`config.mk`:
```
export PLATFORM = sky130hd
export DESIGN_NAME = irbuf_top
export DESIGN_NICKNAME = d
export VERILOG_FILES = /design/src/rtl/irbuf_pkg.sv /design/src/rtl/irbuf_fifo.sv /design/src/rtl/irbuf_tagscan.sv /design/src/rtl/irbuf_status.sv /design/src/rtl/irbuf_top.sv
export SDC_FILE = /design/constraint.sdc
export NUM_CORES = 1
export LEC_CHECK = 0
export ABC_AREA = 1
export BUFFER_PORTS_ARGS = -buffer_cell sky130_fd_sc_hd__buf_2
export CAP_MARGIN = 20
export CORE_UTILIZATION = 43
export DETAILED_ROUTE_END_ITERATION = 16
export PLACE_DENSITY_LB_ADDON = 0.3
export SYNTH_ARGS = -nofsm -noshare
export SYNTH_HDL_FRONTEND = slang
export SYNTH_SLANG_ARGS = --single-unit
```
`constraint.sdc`:
```
create_clock -name clk -period 2 [get_ports clk]
set_input_delay 0.3 -clock clk [delete_from_list [all_inputs] [get_ports clk]]
set_output_delay 0.3 -clock clk [all_outputs]
set_load 0.1 [all_outputs]
```
`src/rtl/irbuf_pkg.sv`:
```
package irbuf_pkg;

  localparam logic [1:0] ADDR_CTRL = 2'd0;
  localparam logic [1:0] ADDR_DATA = 2'd1;
  localparam logic [1:0] ADDR_STAT = 2'd2;

  localparam int ST_TXREQ  = 0;
  localparam int ST_RXREQ  = 1;
  localparam int ST_ABORT  = 2;
  localparam int ST_UNDER  = 3;
  localparam int ST_FRAME  = 4;
  localparam int ST_TAGWIN = 5;
  localparam int ST_RXNE   = 6;
  localparam int ST_TXFULL = 7;
  localparam int ST_HDEOF  = 8;
  localparam int ST_HDERR  = 9;
  localparam int ST_W      = 10;

  localparam int RXE_W = 10;

  typedef struct packed {
    logic ie_under;
    logic ie_rx;
    logic ie_tx;
    logic rx_en;
    logic tx_en;
  } ctrl_t;

  function automatic logic has_half_free(input int count, input int depth);
    return (depth - count) >= (depth / 2);
  endfunction

  function automatic logic has_half_full(input int count, input int depth);
    return count >= (depth / 2);
  endfunction

  function automatic logic sticky_next(input logic cur, input logic set_evt,
                                       input logic clr_req);
    return set_evt | (cur & ~clr_req);
  endfunction

endpackage

```
`src/rtl/irbuf_fifo.sv`:
```
module irbuf_fifo #(
  parameter int W     = 8,
  parameter int DEPTH = 8,
  parameter int PEEK  = 1,
  localparam int PW   = (DEPTH > 1) ? $clog2(DEPTH) : 1,
  localparam int CW   = $clog2(DEPTH + 1)
) (
  input  logic                     clk,
  input  logic                     rst_n,
  input  logic                     clr,
  input  logic                     push,
  input  logic [W-1:0]             din,
  input  logic                     pop,
  output logic [W-1:0]             head,
  output logic [CW-1:0]            count,
  output logic [PEEK-1:0][W-1:0]   peek,
  output logic                     push_ok,
  output logic                     pop_ok
);

  logic [W-1:0]  mem [DEPTH];
  logic [PW-1:0] rd_q, wr_q;
  logic [CW-1:0] cnt_q;

  function automatic logic [PW-1:0] wrap_add(input logic [PW-1:0] p, input int k);
    int s;
    s = (int'(p) + k) % DEPTH;
    return PW'(s);
  endfunction

  assign push_ok = push && !clr && (int'(cnt_q) < DEPTH);
  assign pop_ok  = pop  && !clr && (cnt_q != '0);

  always_ff @(posedge clk or negedge rst_n) begin
    if (!rst_n) begin
      rd_q  <= '0;
      wr_q  <= '0;
      cnt_q <= '0;
    end else if (clr) begin
      rd_q  <= '0;
      wr_q  <= '0;
      cnt_q <= '0;
    end else begin
      if (push_ok) wr_q <= wrap_add(wr_q, 1);
      if (pop_ok)  rd_q <= wrap_add(rd_q, 1);
      case ({push_ok, pop_ok})
        2'b10:   cnt_q <= cnt_q + 1'b1;
        2'b01:   cnt_q <= cnt_q - 1'b1;
        default: cnt_q <= cnt_q;
      endcase
    end
  end

  always_ff @(posedge clk) begin
    if (push_ok) mem[wr_q] <= din;
  end

  assign head  = mem[rd_q];
  assign count = cnt_q;

  generate
    for (genvar i = 0; i < PEEK; i++) begin : g_peek
      assign peek[i] = mem[wrap_add(rd_q, i)];
    end
  endgenerate

endmodule

```
`src/rtl/irbuf_tagscan.sv`:
```
module irbuf_tagscan #(
  parameter int W       = 10,
  parameter int DEPTH   = 8,
  parameter int TAG_WIN = 4,
  parameter int TAG_LSB = 8,
  localparam int CW     = $clog2(DEPTH + 1)
) (
  input  logic [TAG_WIN-1:0][W-1:0] peek,
  input  logic [CW-1:0]             count,
  output logic                      tag_hit
);

  logic [TAG_WIN-1:0] slot_hit;

  function automatic logic entry_tagged(input logic [W-1:0] e);
    return |e[W-1:TAG_LSB];
  endfunction

  generate
    for (genvar i = 0; i < TAG_WIN; i++) begin : g_slot
      assign slot_hit[i] = (int'(count) > i) && entry_tagged(peek[i]);
    end
  endgenerate

  assign tag_hit = |slot_hit;

endmodule

```
`src/rtl/irbuf_status.sv`:
```
module irbuf_status
  import irbuf_pkg::*;
#(
  parameter int DEPTH = 8,
  localparam int CW   = $clog2(DEPTH + 1)
) (
  input  logic             clk,
  input  logic             rst_n,
  input  ctrl_t            ctrl,
  input  logic [CW-1:0]    tx_cnt,
  input  logic [CW-1:0]    rx_cnt,
  input  logic             tag_hit,
  input  logic             head_eof,
  input  logic             head_err,
  input  logic             under_evt,
  input  logic             abort_evt,
  input  logic             frame_evt,
  input  logic             clr_under,
  input  logic             clr_abort,
  input  logic             clr_frame,
  output logic [ST_W-1:0]  stat,
  output logic             tx_req,
  output logic             rx_req,
  output logic             irq
);

  logic under_q, abort_q, frame_q;
  logic rx_ne, tx_full;

  always_ff @(posedge clk or negedge rst_n) begin
    if (!rst_n) begin
      under_q <= 1'b0;
      abort_q <= 1'b0;
      frame_q <= 1'b0;
    end else begin
      under_q <= sticky_next(under_q, under_evt, clr_under);
      abort_q <= sticky_next(abort_q, abort_evt, clr_abort);
      frame_q <= sticky_next(frame_q, frame_evt, clr_frame);
    end
  end

  assign tx_req  = ctrl.tx_en && has_half_free(int'(tx_cnt), DEPTH);
  assign rx_req  = ctrl.rx_en && has_half_full(int'(rx_cnt), DEPTH) && !tag_hit;
  assign rx_ne   = (rx_cnt != '0);
  assign tx_full = (int'(tx_cnt) == DEPTH);

  always_comb begin
    stat            = '0;
    stat[ST_TXREQ]  = tx_req;
    stat[ST_RXREQ]  = rx_req;
    stat[ST_ABORT]  = abort_q;
    stat[ST_UNDER]  = under_q;
    stat[ST_FRAME]  = frame_q;
    stat[ST_TAGWIN] = tag_hit;
    stat[ST_RXNE]   = rx_ne;
    stat[ST_TXFULL] = tx_full;
    stat[ST_HDEOF]  = rx_ne && head_eof;
    stat[ST_HDERR]  = rx_ne && head_err;
  end

  assign irq = abort_q | frame_q | tag_hit
             | (under_q & ctrl.ie_under)
             | (tx_req  & ctrl.ie_tx)
             | (rx_req  & ctrl.ie_rx);

endmodule

```
`src/rtl/irbuf_top.sv`:
```
module irbuf_top
  import irbuf_pkg::*;
#(
  parameter int DEPTH   = 8,
  parameter int TAG_WIN = 4
) (
  input  logic        clk,
  input  logic        rst_n,
  input  logic [1:0]  host_addr,
  input  logic        host_wr,
  input  logic        host_rd,
  input  logic [31:0] host_wdata,
  output logic [31:0] host_rdata,
  input  logic        tx_pop,
  output logic        tx_valid,
  output logic [7:0]  tx_data,
  input  logic        rx_push,
  input  logic [7:0]  rx_byte,
  input  logic        rx_eof,
  input  logic        rx_err,
  input  logic        rx_abort,
  input  logic        rx_frame_err,
  output logic        tx_dma_req,
  output logic        rx_dma_req,
  output logic        irq
);

  localparam int CW    = $clog2(DEPTH + 1);
  localparam int CTL_W = $bits(ctrl_t);

  ctrl_t ctrl_q;

  logic wr_ctrl, wr_data, wr_stat, rd_data;
  logic under_evt, abort_evt, frame_evt;
  logic clr_under, clr_abort, clr_frame;

  logic [7:0]          tx_head;
  logic [CW-1:0]       tx_cnt;
  logic [0:0][7:0]     tx_peek;
  logic                tx_push_ok, tx_pop_ok;

  logic [RXE_W-1:0]              rx_head;
  logic [CW-1:0]                 rx_cnt;
  logic [TAG_WIN-1:0][RXE_W-1:0] rx_peek;
  logic                          rx_push_ok, rx_pop_ok;

  logic              tag_hit;
  logic [ST_W-1:0]   stat;
  logic              tx_req, rx_req;

  assign wr_ctrl = host_wr && (host_addr == ADDR_CTRL);
  assign wr_data = host_wr && (host_addr == ADDR_DATA);
  assign wr_stat = host_wr && (host_addr == ADDR_STAT);
  assign rd_data = host_rd && (host_addr == ADDR_DATA);

  always_ff @(posedge clk or negedge rst_n) begin
    if (!rst_n) ctrl_q <= '0;
    else if (wr_ctrl) ctrl_q <= ctrl_t'(host_wdata[CTL_W-1:0]);
  end

  assign under_evt = tx_pop && ctrl_q.tx_en && (tx_cnt == '0);
  assign abort_evt = rx_abort;
  assign frame_evt = rx_frame_err;
  assign clr_under = wr_stat && host_wdata[ST_UNDER];
  assign clr_abort = wr_stat && host_wdata[ST_ABORT];
  assign clr_frame = wr_stat && host_wdata[ST_FRAME];

  irbuf_fifo #(.W(8), .DEPTH(DEPTH), .PEEK(1)) u_txq (
    .clk(clk), .rst_n(rst_n), .clr(!ctrl_q.tx_en),
    .push(wr_data), .din(host_wdata[7:0]), .pop(tx_pop),
    .head(tx_head), .count(tx_cnt), .peek(tx_peek),
    .push_ok(tx_push_ok), .pop_ok(tx_pop_ok)
  );

  irbuf_fifo #(.W(RXE_W), .DEPTH(DEPTH), .PEEK(TAG_WIN)) u_rxq (
    .clk(clk), .rst_n(rst_n), .clr(!ctrl_q.rx_en),
    .push(rx_push), .din({rx_err, rx_eof, rx_byte}), .pop(rd_data),
    .head(rx_head), .count(rx_cnt), .peek(rx_peek),
    .push_ok(rx_push_ok), .pop_ok(rx_pop_ok)
  );

  irbuf_tagscan #(.W(RXE_W), .DEPTH(DEPTH), .TAG_WIN(TAG_WIN), .TAG_LSB(8)) u_scan (
    .peek(rx_peek), .count(rx_cnt), .tag_hit(tag_hit)
  );

  irbuf_status #(.DEPTH(DEPTH)) u_stat (
    .clk(clk), .rst_n(rst_n), .ctrl(ctrl_q),
    .tx_cnt(tx_cnt), .rx_cnt(rx_cnt), .tag_hit(tag_hit),
    .head_eof(rx_head[8]), .head_err(rx_head[9]),
    .under_evt(under_evt), .abort_evt(abort_evt), .frame_evt(frame_evt),
    .clr_under(clr_under), .clr_abort(clr_abort), .clr_frame(clr_frame),
    .stat(stat), .tx_req(tx_req), .rx_req(rx_req), .irq(irq)
  );

  always_comb begin
    host_rdata = '0;
    case (host_addr)
      ADDR_CTRL: host_rdata[CTL_W-1:0] = ctrl_q;
      ADDR_DATA: if (rx_cnt != '0) host_rdata[RXE_W-1:0] = rx_head;
      ADDR_STAT: host_rdata[ST_W-1:0] = stat;
      default:   host_rdata = '0;
    endcase
  end

  assign tx_valid   = (tx_cnt != '0);
  assign tx_data    = tx_valid ? tx_head : 8'd0;
  assign tx_dma_req = tx_req;
  assign rx_dma_req = rx_req;

endmodule

```
==> results_dict.tcl <==
set metrics [dict create \
    core_area_mm2 0.0180 \
    power_density_mw_per_mm2 1460 \
    met2WireLength_mm 10.2 \
    grt_max_degree 35 \
    yosysSeqAreaShare_pct 63.8 \
    ys.flop_type "edfxtp_1" \
    rsz0062_at_grt "true" \
    cts.sink_count 172 \
    antenna_left 0 \
    root_buffer "clkbuf_16" \
    end_kind "output pin" \
    final_cell_mix "edfxtp_1, nand2_1, nor2_1" \
    vdd_drop_max_uv 2120 \
    synth-edff-count 144 \
    wl_met1_mm 8.36 \
    cts_buffer_depth 2 \
    drv_slew 0 \
    clk_latency_ns 0.43 \
    syn_area_mm2 0.00787 \
    leakagePower_nw 4.11 \
    wl_met3_mm 1.16 \
    worst-path-max-fanout 32 \
    violations "setup timing" \
    grt.overflow.total 0 \
    portBuffers 49 \
    finalCritPeriodShare_pct 127 \
    finClkSkew_ns 0.0104 \
    cts_tree "yes" \
    io_pins 96 \
    drc 0 \
    finalHoldViolCount 0 \
    yosysUniqueCellTypes 39 \
    drv_cap 0 \
    worstMarginPinSlew_ns 0.668 \
    rows 49 \
    dp_slack_ns -0.200 \
    avgSynthCellArea_um2 10.7 \
    yosysWarnings 0 \
    viasPerCell 5.31 \
    drt-total-wl_mm 20.3 \
    critPathKind "flop to output pin" \
    wl_per_cell_um 18.1 \
    htree_levels 4 \
    grt_pass1_wl_mm 30.1 \
    min_period_ns 2.53 \
    nets 943 \
    die_w_um 137 \
    relSlewSlack_pct 55.5 \
    antenna_found_initial 0 \
    numCtsBuffers 17 \
    grt_use_total_pct 21.9 \
    syn_to_final_growth_pct 35.9 \
    drtPass1Iterations 5 \
    grt_pass1_vias 5728 \
    dp_hpwl_mm 12.6 \
    syn_inst 737 \
    min_path_type "input pin to flop" \
    highest_layer "met4" \
    layout_commonest_cell "edfxtp_1" \
    crit_required_ns 1.70 \
    drtIter0Drc 507 \
    tns_ns -7.05 \
    setup_ws_ns -0.534 \
    antenna_cells 0 \
    crit_path_start_kind "flop" \
    cts.clk_slew.worst_paths_ns 0.07 \
    die-area_mm2 0.0188 \
    async_flop_share_pct 16.3 \
    cp.arrival_ns 2.23 \
    max_freq_ghz 0.395 \
    synth-seq-cells 172 \
    via_count 5937 \
    outcome "complete, but fails checks" \
    setup_violations 20 \
    start_util_pct 43.8 \
    drive_above_1_share_pct 34.6 \
    routabilityCongestion 0.849 \
    die_h_um 137 \
]
sequential cells by signal, summed over array words and instances, names as in the netlist:
register        flops
ctrl_q              5
u_rxq.count         4
u_txq.rd_q          3
u_txq.mem          64
u_txq.count         4
u_rxq.mem          80
u_stat.abort_q      1
u_rxq.wr_q          3
u_stat.frame_q      1
u_txq.wr_q          3
u_stat.under_q      1
u_rxq.rd_q          3
worst paths after layout:
check / startpoint / end / slack [ns] / cells after the start
worst max-delay path: u_rxq.rd_q[0] / host_rdata[5] / -0.53 / 7
worst min-delay path: rx_abort / u_stat.abort_q / 0.1 / 3
worst max register to register: u_txq.count[3] / u_txq.mem[7][1] / 0.15 / 7
worst min register to register: u_stat.frame_q / u_stat.frame_q / 0.55 / 2
max in group asynchronous: rst_n / u_rxq.rd_q[0] / 1.06 / 2
min in group asynchronous: rst_n / u_txq.count[0] / 0.46 / 2
cell type report:
class                   instances  area [um2]
clock buffers                  17         425
clock inverters                15         153
fillers                      1400        7260
inverters                      62         244
multi-input cells             473        3030
flip-flops and latches        172        5030
well taps                     229         287
repair buffers                150        1540
Yosys cell counts (2+ instances only):
master / n / area [um2]
a211oi_1: 2 / 15.0
a21oi_1: 11 / 55.1
a21oi_2: 2 / 17.5
a31oi_1: 12 / 75.1
buf_2: 11 / 55.1
buf_4: 24 / 180
buf_6: 2 / 22.5
clkbuf_1: 12 / 45.0
dfrtp_1: 28 / 701
edfxtp_1: 144 / 4320
ha_1: 15 / 188
inv_1: 57 / 214
inv_2: 4 / 15.0
nand2_1: 99 / 372
nand2_2: 5 / 31.3
nand3_1: 38 / 190
nand3_2: 2 / 20.0
nand3b_1: 3 / 22.5
nor2_1: 109 / 409
nor2_2: 2 / 12.5
nor3_1: 6 / 30.0
o211ai_1: 7 / 52.6
o21a_1: 2 / 15.0
o21ai_0: 95 / 475
o221ai_1: 11 / 96.3
o22ai_1: 19 / 119
xnor2_1: 3 / 26.3
cells by family (layout without fill, tap and decap cells):
family / count (synthesis) / count (layout) / share of synthesized area [%]
AND/OR/NAND/NOR: 268 / 268 / 14.2
flip-flops: 172 / 172 / 63.8
other: 1 / 22 / 0.0476
buffers and inverters: 113 / 244 / 7.07
adder cells (fa/ha/maj): 15 / 15 / 2.38
AO/OA/AOI/OAI: 164 / 164 / 12.0
XOR/XNOR: 4 / 4 / 0.445
routing by layer:
metal	vias up	global-route usage (%)
li1	2830	-
met1	2853	27.4
met2	213	36.9
met3	41	4.42
met4	0	8.97
met5	-	0
critical path, cell delays in order, from the launching register on:
cell      delay (ns)
dfrtp_2         0.46
inv_4           0.15
buf_12          0.20
o21ai_0         0.12
o221ai_1        0.26
nand3_2         0.20
a21oi_4         0.22
buf_12          0.19
metrics by stage:
| step | area (um2) | instances | hold WS [ns] | total power, mW | util [%] |
|---|---|---|---|---|---|
| global placement | 9340 | 1051 | 0.368 | 11.1 | 52.0 |
| detailed placement | 9340 | 1051 | 0.376 | 11.1 | 52.0 |
| CTS | 10400 | 1103 | 0.0821 | 15.2 | 58.0 |
| finish | 10700 | 1118 | 0.0972 | 15.6 | 59.6 |
| global route | 10700 | 1118 | 0.0949 | 16.3 | 59.6 |
| floorplan | 8310 | 758 | 0.00441 | 9.04 | - |
power by group:
group	internal, mW	switching (mW)
registers	4.24	0.239
logic	3.07	4.92
clock network	1.66	1.50
total	8.97	6.65
what timing repair did:
action,CTS,global route
hold buffers,1,0
buffers inserted,16,18
cloned,4,1
pin swaps,29,30
endpoints found under the setup margin,22,22
resized for setup,109,56
hold endpoints to repair,28,0
No activity file was read; power rests on OpenSTA's default activity.
